--- config.mk ---
export PLATFORM = sky130hd
export DESIGN_NAME = mac_unit
export DESIGN_NICKNAME = d
export VERILOG_FILES = /design/src/rtl/mac_pkg.sv /design/src/rtl/mac_mult.sv /design/src/rtl/mac_addsub.sv /design/src/rtl/mac_unit.sv
export SDC_FILE = /design/constraint.sdc
export NUM_CORES = 1
export LEC_CHECK = 0
export BUFFER_PORTS_ARGS = -buffer_cell sky130_fd_sc_hd__buf_2
export CAP_MARGIN = 15
export CORE_MARGIN = 1
export CORE_UTILIZATION = 35
export DETAILED_ROUTE_END_ITERATION = 6
export GPL_ROUTABILITY_DRIVEN = 1
export SLEW_MARGIN = 20
export SYNTH_ARGS = -nofsm -noshare
export SYNTH_HDL_FRONTEND = slang
export SYNTH_SLANG_ARGS = --single-unit
--- constraint.sdc ---
create_clock -name clk -period 14.8 [get_ports clk]
set_input_delay 0.74 -clock clk [delete_from_list [all_inputs] [get_ports clk]]
set_output_delay 0.74 -clock clk [all_outputs]
set_load 0.05 [all_outputs]
--- src/rtl/mac_pkg.sv ---
package mac_pkg;
  typedef enum logic [1:0] {
    OP_MUL  = 2'b00,
    OP_ADD  = 2'b01,
    OP_SUB  = 2'b10,
    OP_RSVD = 2'b11
  } mac_op_e;
endpackage

--- src/rtl/mac_mult.sv ---
module mac_mult #(
  parameter int OP_W  = 16,
  parameter int ACC_W = 40
) (
  input  logic [OP_W-1:0]  x,
  input  logic [OP_W-1:0]  y,
  input  logic             sgn,
  output logic [ACC_W-1:0] prod_ext
);
  localparam int PW  = 2*OP_W + 2;
  localparam int PAD = ACC_W - PW;

  // One extra top bit per operand lets a single signed multiplier serve both modes
  function automatic logic [ACC_W-1:0] mult_ext(input logic [OP_W-1:0] p,
                                                 input logic [OP_W-1:0] q,
                                                 input logic s);
    logic signed [OP_W:0] ep, eq;
    logic signed [PW-1:0] r;
    ep = {s & p[OP_W-1], p};
    eq = {s & q[OP_W-1], q};
    r  = PW'(ep) * PW'(eq);
    return {{PAD{r[PW-1]}}, r};
  endfunction

  generate
    if (PAD < 0) begin : g_bad_width
      initial $error("ACC_W too narrow for operand width");
    end
  endgenerate

  assign prod_ext = mult_ext(x, y, sgn);
endmodule

--- src/rtl/mac_addsub.sv ---
module mac_addsub
  import mac_pkg::*;
#(
  parameter int ACC_W = 40
) (
  input  logic [ACC_W-1:0] acc_q,
  input  logic [ACC_W-1:0] prod_ext,
  input  mac_op_e          op,
  output logic [ACC_W-1:0] acc_d
);
  // Plain two's-complement wrap, no saturation
  function automatic logic [ACC_W-1:0] combine(input logic [ACC_W-1:0] old_v,
                                               input logic [ACC_W-1:0] p,
                                               input mac_op_e o);
    case (o)
      OP_MUL:  return p;
      OP_ADD:  return old_v + p;
      OP_SUB:  return old_v - p;
      default: return old_v;
    endcase
  endfunction

  assign acc_d = combine(acc_q, prod_ext, op);
endmodule

--- src/rtl/mac_unit.sv ---
module mac_unit
  import mac_pkg::*;
#(
  parameter int OP_W  = 16,
  parameter int ACC_W = 40
) (
  input  logic             clk,
  input  logic             rst_n,
  input  logic             in_valid,
  input  logic [1:0]       op,
  input  logic             clear,
  input  logic             signed_mode,
  input  logic [OP_W-1:0]  a,
  input  logic [OP_W-1:0]  b,
  output logic [ACC_W-1:0] acc,
  output logic             ovf
);
  localparam int PROD_W = 2*OP_W;
  localparam int TOP_W  = ACC_W - PROD_W + 1;

  mac_op_e          op_e;
  logic [ACC_W-1:0] prod_ext;
  logic [ACC_W-1:0] acc_q;
  logic [ACC_W-1:0] acc_d;
  logic             issue;
  logic [TOP_W-1:0] top_bits;

  assign op_e  = mac_op_e'(op);
  assign issue = in_valid & ~clear;

  mac_mult #(.OP_W(OP_W), .ACC_W(ACC_W)) u_mult (
    .x(a), .y(b), .sgn(signed_mode), .prod_ext(prod_ext)
  );

  mac_addsub #(.ACC_W(ACC_W)) u_addsub (
    .acc_q(acc_q), .prod_ext(prod_ext), .op(op_e), .acc_d(acc_d)
  );

  // Clear outranks an issued operation; idle holds
  always_ff @(posedge clk) begin
    if (!rst_n)     acc_q <= '0;
    else if (clear) acc_q <= '0;
    else if (issue) acc_q <= acc_d;
  end

  // Guard bits plus bit PROD_W-1 must all agree for a 32-bit fit
  assign top_bits = acc_q[ACC_W-1:PROD_W-1];
  assign ovf      = ~((&top_bits) | ~(|top_bits));
  assign acc      = acc_q;

  a_r6_clear_zero: assert property (@(posedge clk) disable iff (!rst_n)
    clear |=> (acc == '0));

  a_r7_idle_hold: assert property (@(posedge clk) disable iff (!rst_n)
    (!in_valid && !clear) |=> $stable(acc));

  a_r8_reserved_hold: assert property (@(posedge clk) disable iff (!rst_n)
    (in_valid && !clear && op == 2'b11) |=> $stable(acc));

  a_r2_mul_load: assert property (@(posedge clk) disable iff (!rst_n)
    (in_valid && !clear && op == 2'b00) |=> (acc == $past(prod_ext)));

  a_r3_add_acc: assert property (@(posedge clk) disable iff (!rst_n)
    (in_valid && !clear && op == 2'b01) |=> (acc == $past(acc) + $past(prod_ext)));

  a_r4_sub_acc: assert property (@(posedge clk) disable iff (!rst_n)
    (in_valid && !clear && op == 2'b10) |=> (acc == $past(acc) - $past(prod_ext)));

  a_r5_unsigned_zero_ext: assert property (@(posedge clk) disable iff (!rst_n)
    (in_valid && !clear && op == 2'b00 && !signed_mode) |=> (acc[ACC_W-1:PROD_W] == '0));

  a_r9_ovf_range: assert property (@(posedge clk) disable iff (!rst_n)
    ovf == (($signed(acc) > $signed({{(ACC_W-PROD_W+1){1'b0}}, {(PROD_W-1){1'b1}}})) ||
            ($signed(acc) < $signed({{(ACC_W-PROD_W+1){1'b1}}, {(PROD_W-1){1'b0}}}))));
endmodule

After elaboration in Yosys (flattened, before gate mapping) --
Index checks and enable logic that the tools add are counted.
Operators by class: add/subtract/negate cells 2, $mul 1, equality and inequality tests 2, muxes and demuxes 1, bitwise operators 8, reduce and logical (&&, ||, !) cells 6
Operators by type and width (count):
- 40-bit one-hot mux with 3 select lines | 1
- 40-bit adder | 1
- 40-bit subtractor | 1
- 17-bit by 17-bit multiplier with 34-bit output | 1
- 9-bit AND reduction | 1
- 9-bit OR reduction | 1
- 1-bit NOT | 4
- 1-bit bitwise AND | 3
- 3-bit nonzero test | 1
- 2-bit by 1-bit equality test with 1-bit output (second input constant) | 1
- 2-bit equality test (second input constant) | 1
- 2-bit logical NOT | 1
- 2-bit AND reduction | 1
- 2-bit OR reduction | 1
- 1-bit bitwise OR | 1
Storage, ports and cells: bits in registers 40, bits of input ports 39, logic and storage cells 21

Longest topological paths before layout --
depth in word-level cells 4, depth in mapped cells 40, depth with buffers taken out 38

By module --
From an unflattened synthesis, not the netlist that was laid out.
Second synthesis, totals: cells, all modules 1944, area total of the unflattened synthesis 16316.9 um2
Modules (own cells, without submodules):
- mac_mult | instances 1, cells an instance 1200, area an instance 10944.2 um2, seq. area each 0.0 um2
- mac_addsub | instances 1, cells an instance 606, area an instance 3866.2 um2, seq. area each 0.0 um2
- mac_unit | instances 1, cells an instance 138, area an instance 1506.4 um2, seq. area each 800.8 um2

Worst setup path before layout --
Ideal clock, no wire load.
path type in2reg, start point in a[10], end point reg acc_q[39], in the netlist acc[39], library setup time 0.127 ns, data arrival time 8.996 ns, data required time 14.673 ns, slack 5.677 ns, stages 33, path buffers 1, path through clkbuf_1 > nand2_1 > fa_1 > fa_1 > fa_1 > fa_1 > inv_1 > fa_1 > inv_1 > fa_1 > inv_1 > ha_1 > a2111oi_0 > mux2_2 > a221o_1 > nand4_1 > or4b_1 > nor3_1 > nor2_1 > xnor2_1 > ha_1 > nand4_1 > or2_2 > nor2_1 > and3_1 > a211oi_1 > o21ai_0 > a31oi_1 > o31a_1 > o21ai_0 > a221o_1 > nor4_1 > or3b_1
Between the ends: longest elaborated chain between the ends 3
Ends and longest elaborated chain:
- start: declaration | line mac_unit.sv:13 | input logic [OP_W-1:0] a,
- 17-bit by 17-bit multiplier with 34-bit output (*) | line mac_mult.sv:21 | r = PW'(ep) * PW'(eq);
- 40-bit subtractor / 40-bit adder (equally long branches) | line mac_addsub.sv:18, mac_addsub.sv:17
- 40-bit one-hot mux with 3 select lines (*) | line mac_addsub.sv:15 | case (o)
- end signal: assignment | line mac_unit.sv:41 | if (!rst_n) acc_q <= '0;
- end signal: assignment | line mac_unit.sv:42 | else if (clear) acc_q <= '0;
- end signal: assignment | line mac_unit.sv:43 | else if (issue) acc_q <= acc_d;
- end: declaration | line mac_unit.sv:23 | logic [ACC_W-1:0] acc_q;
Every way passes the cells marked *; elsewhere a longest branch is shown, timed or not. A chain may end at the register's enable or synchronous reset.

Worst setup path after layout --
start point in a[15], end point reg acc_q[39], in the netlist acc[39]
Between the ends: longest elaborated chain between the ends 4
Ends and longest elaborated chain:
- 1-bit bitwise AND | line mac_mult.sv:19 | ep = {s & p[OP_W-1], p};
- 17-bit by 17-bit multiplier with 34-bit output (*) | line mac_mult.sv:21
- 40-bit subtractor / 40-bit adder (equally long branches) | line mac_addsub.sv:18, mac_addsub.sv:17
- 40-bit one-hot mux with 3 select lines (*) | line mac_addsub.sv:15
Marked as above.

==> impl_metrics.ini <==
[yosys]
ys_types = 77
syn_inst = 1864
synth.area.top_cells = fa_1 38%, ha_1 10%, inv_1 7.9%
netlist_area_mm2 = 0.0158
syn_area_per_cell_um2 = 8.45
async_flop_share = 0
yosysTopAreaCell = fa_1
synth_edf_count = 0
ys_dominant_reg_cell = dfxtp_1
ys_seq_area_frac = 0.0508
yosys_warnings = 0
synth_fp_nets = 2327
yosysTopAreaCellShare = 0.377
ys_ff_latch = 40

[worst_hold_path]
hold_end = acc[12]
min_path_cells = 2
hp-class = reg2reg
hold_start = acc[12]

[die]
num_rows = 77
die-width_um = 214
die_y_um = 214
dieArea_mm2 = 0.0459
core_region_area_mm2 = 0.0443
initial_core_util = 0.356
pin_count = 80

[cts]
htree_levels = 2
clk_pin_slew_ns = 0.07
clk_latency_ns = 0.29
hold_buffers = 0
numCtsBuffers = 5
cts_resized = 0
cts_setup_buffers = 0
cts_tree = done
root_buffer = clkbuf_16
numClockSinks = 40
cts_buffer_depth = 2

[critical_path]
cp.required_ns = 14.97
crit_arrival_ns = 10.12
path_class = in2reg
critPathMaxFanout = 24
cp_slowest_cell = nor4_1
end_kind = flop
path_common_cell = fa_1
worstReg2RegEnd = acc[38]
reg2reg_slack_ns = 10.88
r2r_start = acc[0]
r2r_cells = 16
start_kind = input port
crit_path_max_incr_delay_ns = 0.59

[final_layout]
largest_register_ffs = 40
area_delta_synth_final_pct = 6.49
design_area_mm2 = 0.0168
drive_gt1_frac = 0.0617
layout.nets = 2341

[grt]
grt_pass1_vias = 13700
grt_use_total = 0.188
grt_overflow_total = 0
grt_start_max_net_pins = 66
grt_pass1_wl_um = 70500
antenna_found_initial = 2

[timing]
layout_min_cycle_time_ns = 9.94
final.setup.tns_ns = 0
tightestPinTransition_ns = 0.962
setup_viol = 0
fmax_mhz = 101
fin_skew_ns = 0.00701
maxSlewViolCount = 0
setup_slack_ns = 4.86
period_share = 0.672
finalHoldViolCount = 0
rsz0062_at_grt = false
relSlewSlack = 0.357

[drt]
drc = 0
wl_per_cell_um = 16.7
wl_um = 41300
num_vias = 12800
viasPerCell = 5.17
drt_first_pass_iters = 5
initialDrtViolationCount = 837
drt.antenna.violating_nets = 0

[status]
status = completed

[placement]
portBuffers = 79
place_area_mm2 = 0.0166
hpwl_um = 34000
gp_congestion = 0.874
pre_cts_slack_ns = 4.63

[run]
max-cap-violations = 0
==> critical path: cells and delay by family <==
family                     cells  cell delay (ns)
AOI/OAI and AO/OA             10             2.22
xor gates and xnor gates       2             0.37
adders and majority gates      8             3.69
buffers and inverters          6             0.81
and+or+nand+nor                8             2.25
==> metal layers <==
metal	GRT usage	part of all wire	vias to the layer above
li1	-	-	5955
met1	0.235	0.42	6485
met2	0.348	0.53	270
met3	0.0140	0.035	60
met4	0.0455	0.023	2
met5	0	0.00031	-
==> layout by cell type, fill, tap and decap left out, drive strengths merged, types with 5 or more instances in the layout <==
cell type  count
inv          330
nand2        214
nand4         14
xor2          25
o21a           6
o211ai        22
clkbuf         5
a21oi         98
a311oi        10
nor2b         11
a31oi         13
mux2i          6
a211oi        15
dfxtp         40
a21o          32
fa           297
and2         134
buf           83
nor2         108
ha           127
or3            5
o21bai        11
and3          23
o21ai         57
nor3          25
nand2b        14
nand3         11
xnor2         75
==> cells by family after synthesis <==
family	after synthesis	synth area share
buffers and inverters	406	0.0971
AOI/OAI and AO/OA	309	0.133
xor gates and xnor gates	100	0.0561
muxes	7	0.00453
DFF	40	0.0508
adders and majority gates	424	0.478
and+or+nand+nor	578	0.180
==> stage by stage <==
stage,util,hold slack [ns],instances
floorplan,-,0.685,1864
global placement,0.375,0.503,2463
detailed placement,0.375,0.501,2463
CTS,0.379,0.511,2471
global route,0.379,0.531,2471
finish,0.379,0.510,2472
==> area by class of cell <==
cell class,instances,area [um^2]
Multi-Input combinational cell,1418,13400
Timing Repair Buffer,83,425
Clock inverter,3,18.8
Clock buffer,5,125
Inverter,330,1240
Fill cell,4509,27500
Antenna cell,1,2.50
Sequential cell,40,801
Tap cell,592,741
==> worst max path at each step <==
stage,endpoint,startpoint
floorplan,acc[39],a[10]
global placement,acc[39],b[2]
detailed placement,acc[39],a[15]
CTS,acc[39],a[15]
global route,acc[39],a[15]
finish,acc[39],a[15]
==> cell usage after synthesis, types with 10 or more instances <==
cell type and n:
clkbuf_1 65, nor3_1 25, a21o_1 32, dfxtp_1 40
nand2b_1 14, o211ai_1 22, xnor2_1 74, and2_1 134
fa_1 297, a21oi_1 96, inv_1 330, a31oi_1 13
a211oi_1 13, ha_1 127, nor2b_1 11, nand4_1 13
and3_1 22, o21ai_0 52, nand2_1 214, nand3_1 11
xor2_1 25, o21bai_1 10, nor2_1 107
Power is not shown: default switching activity piles up to over one toggle a cycle in this logic, so the estimate is an artifact.
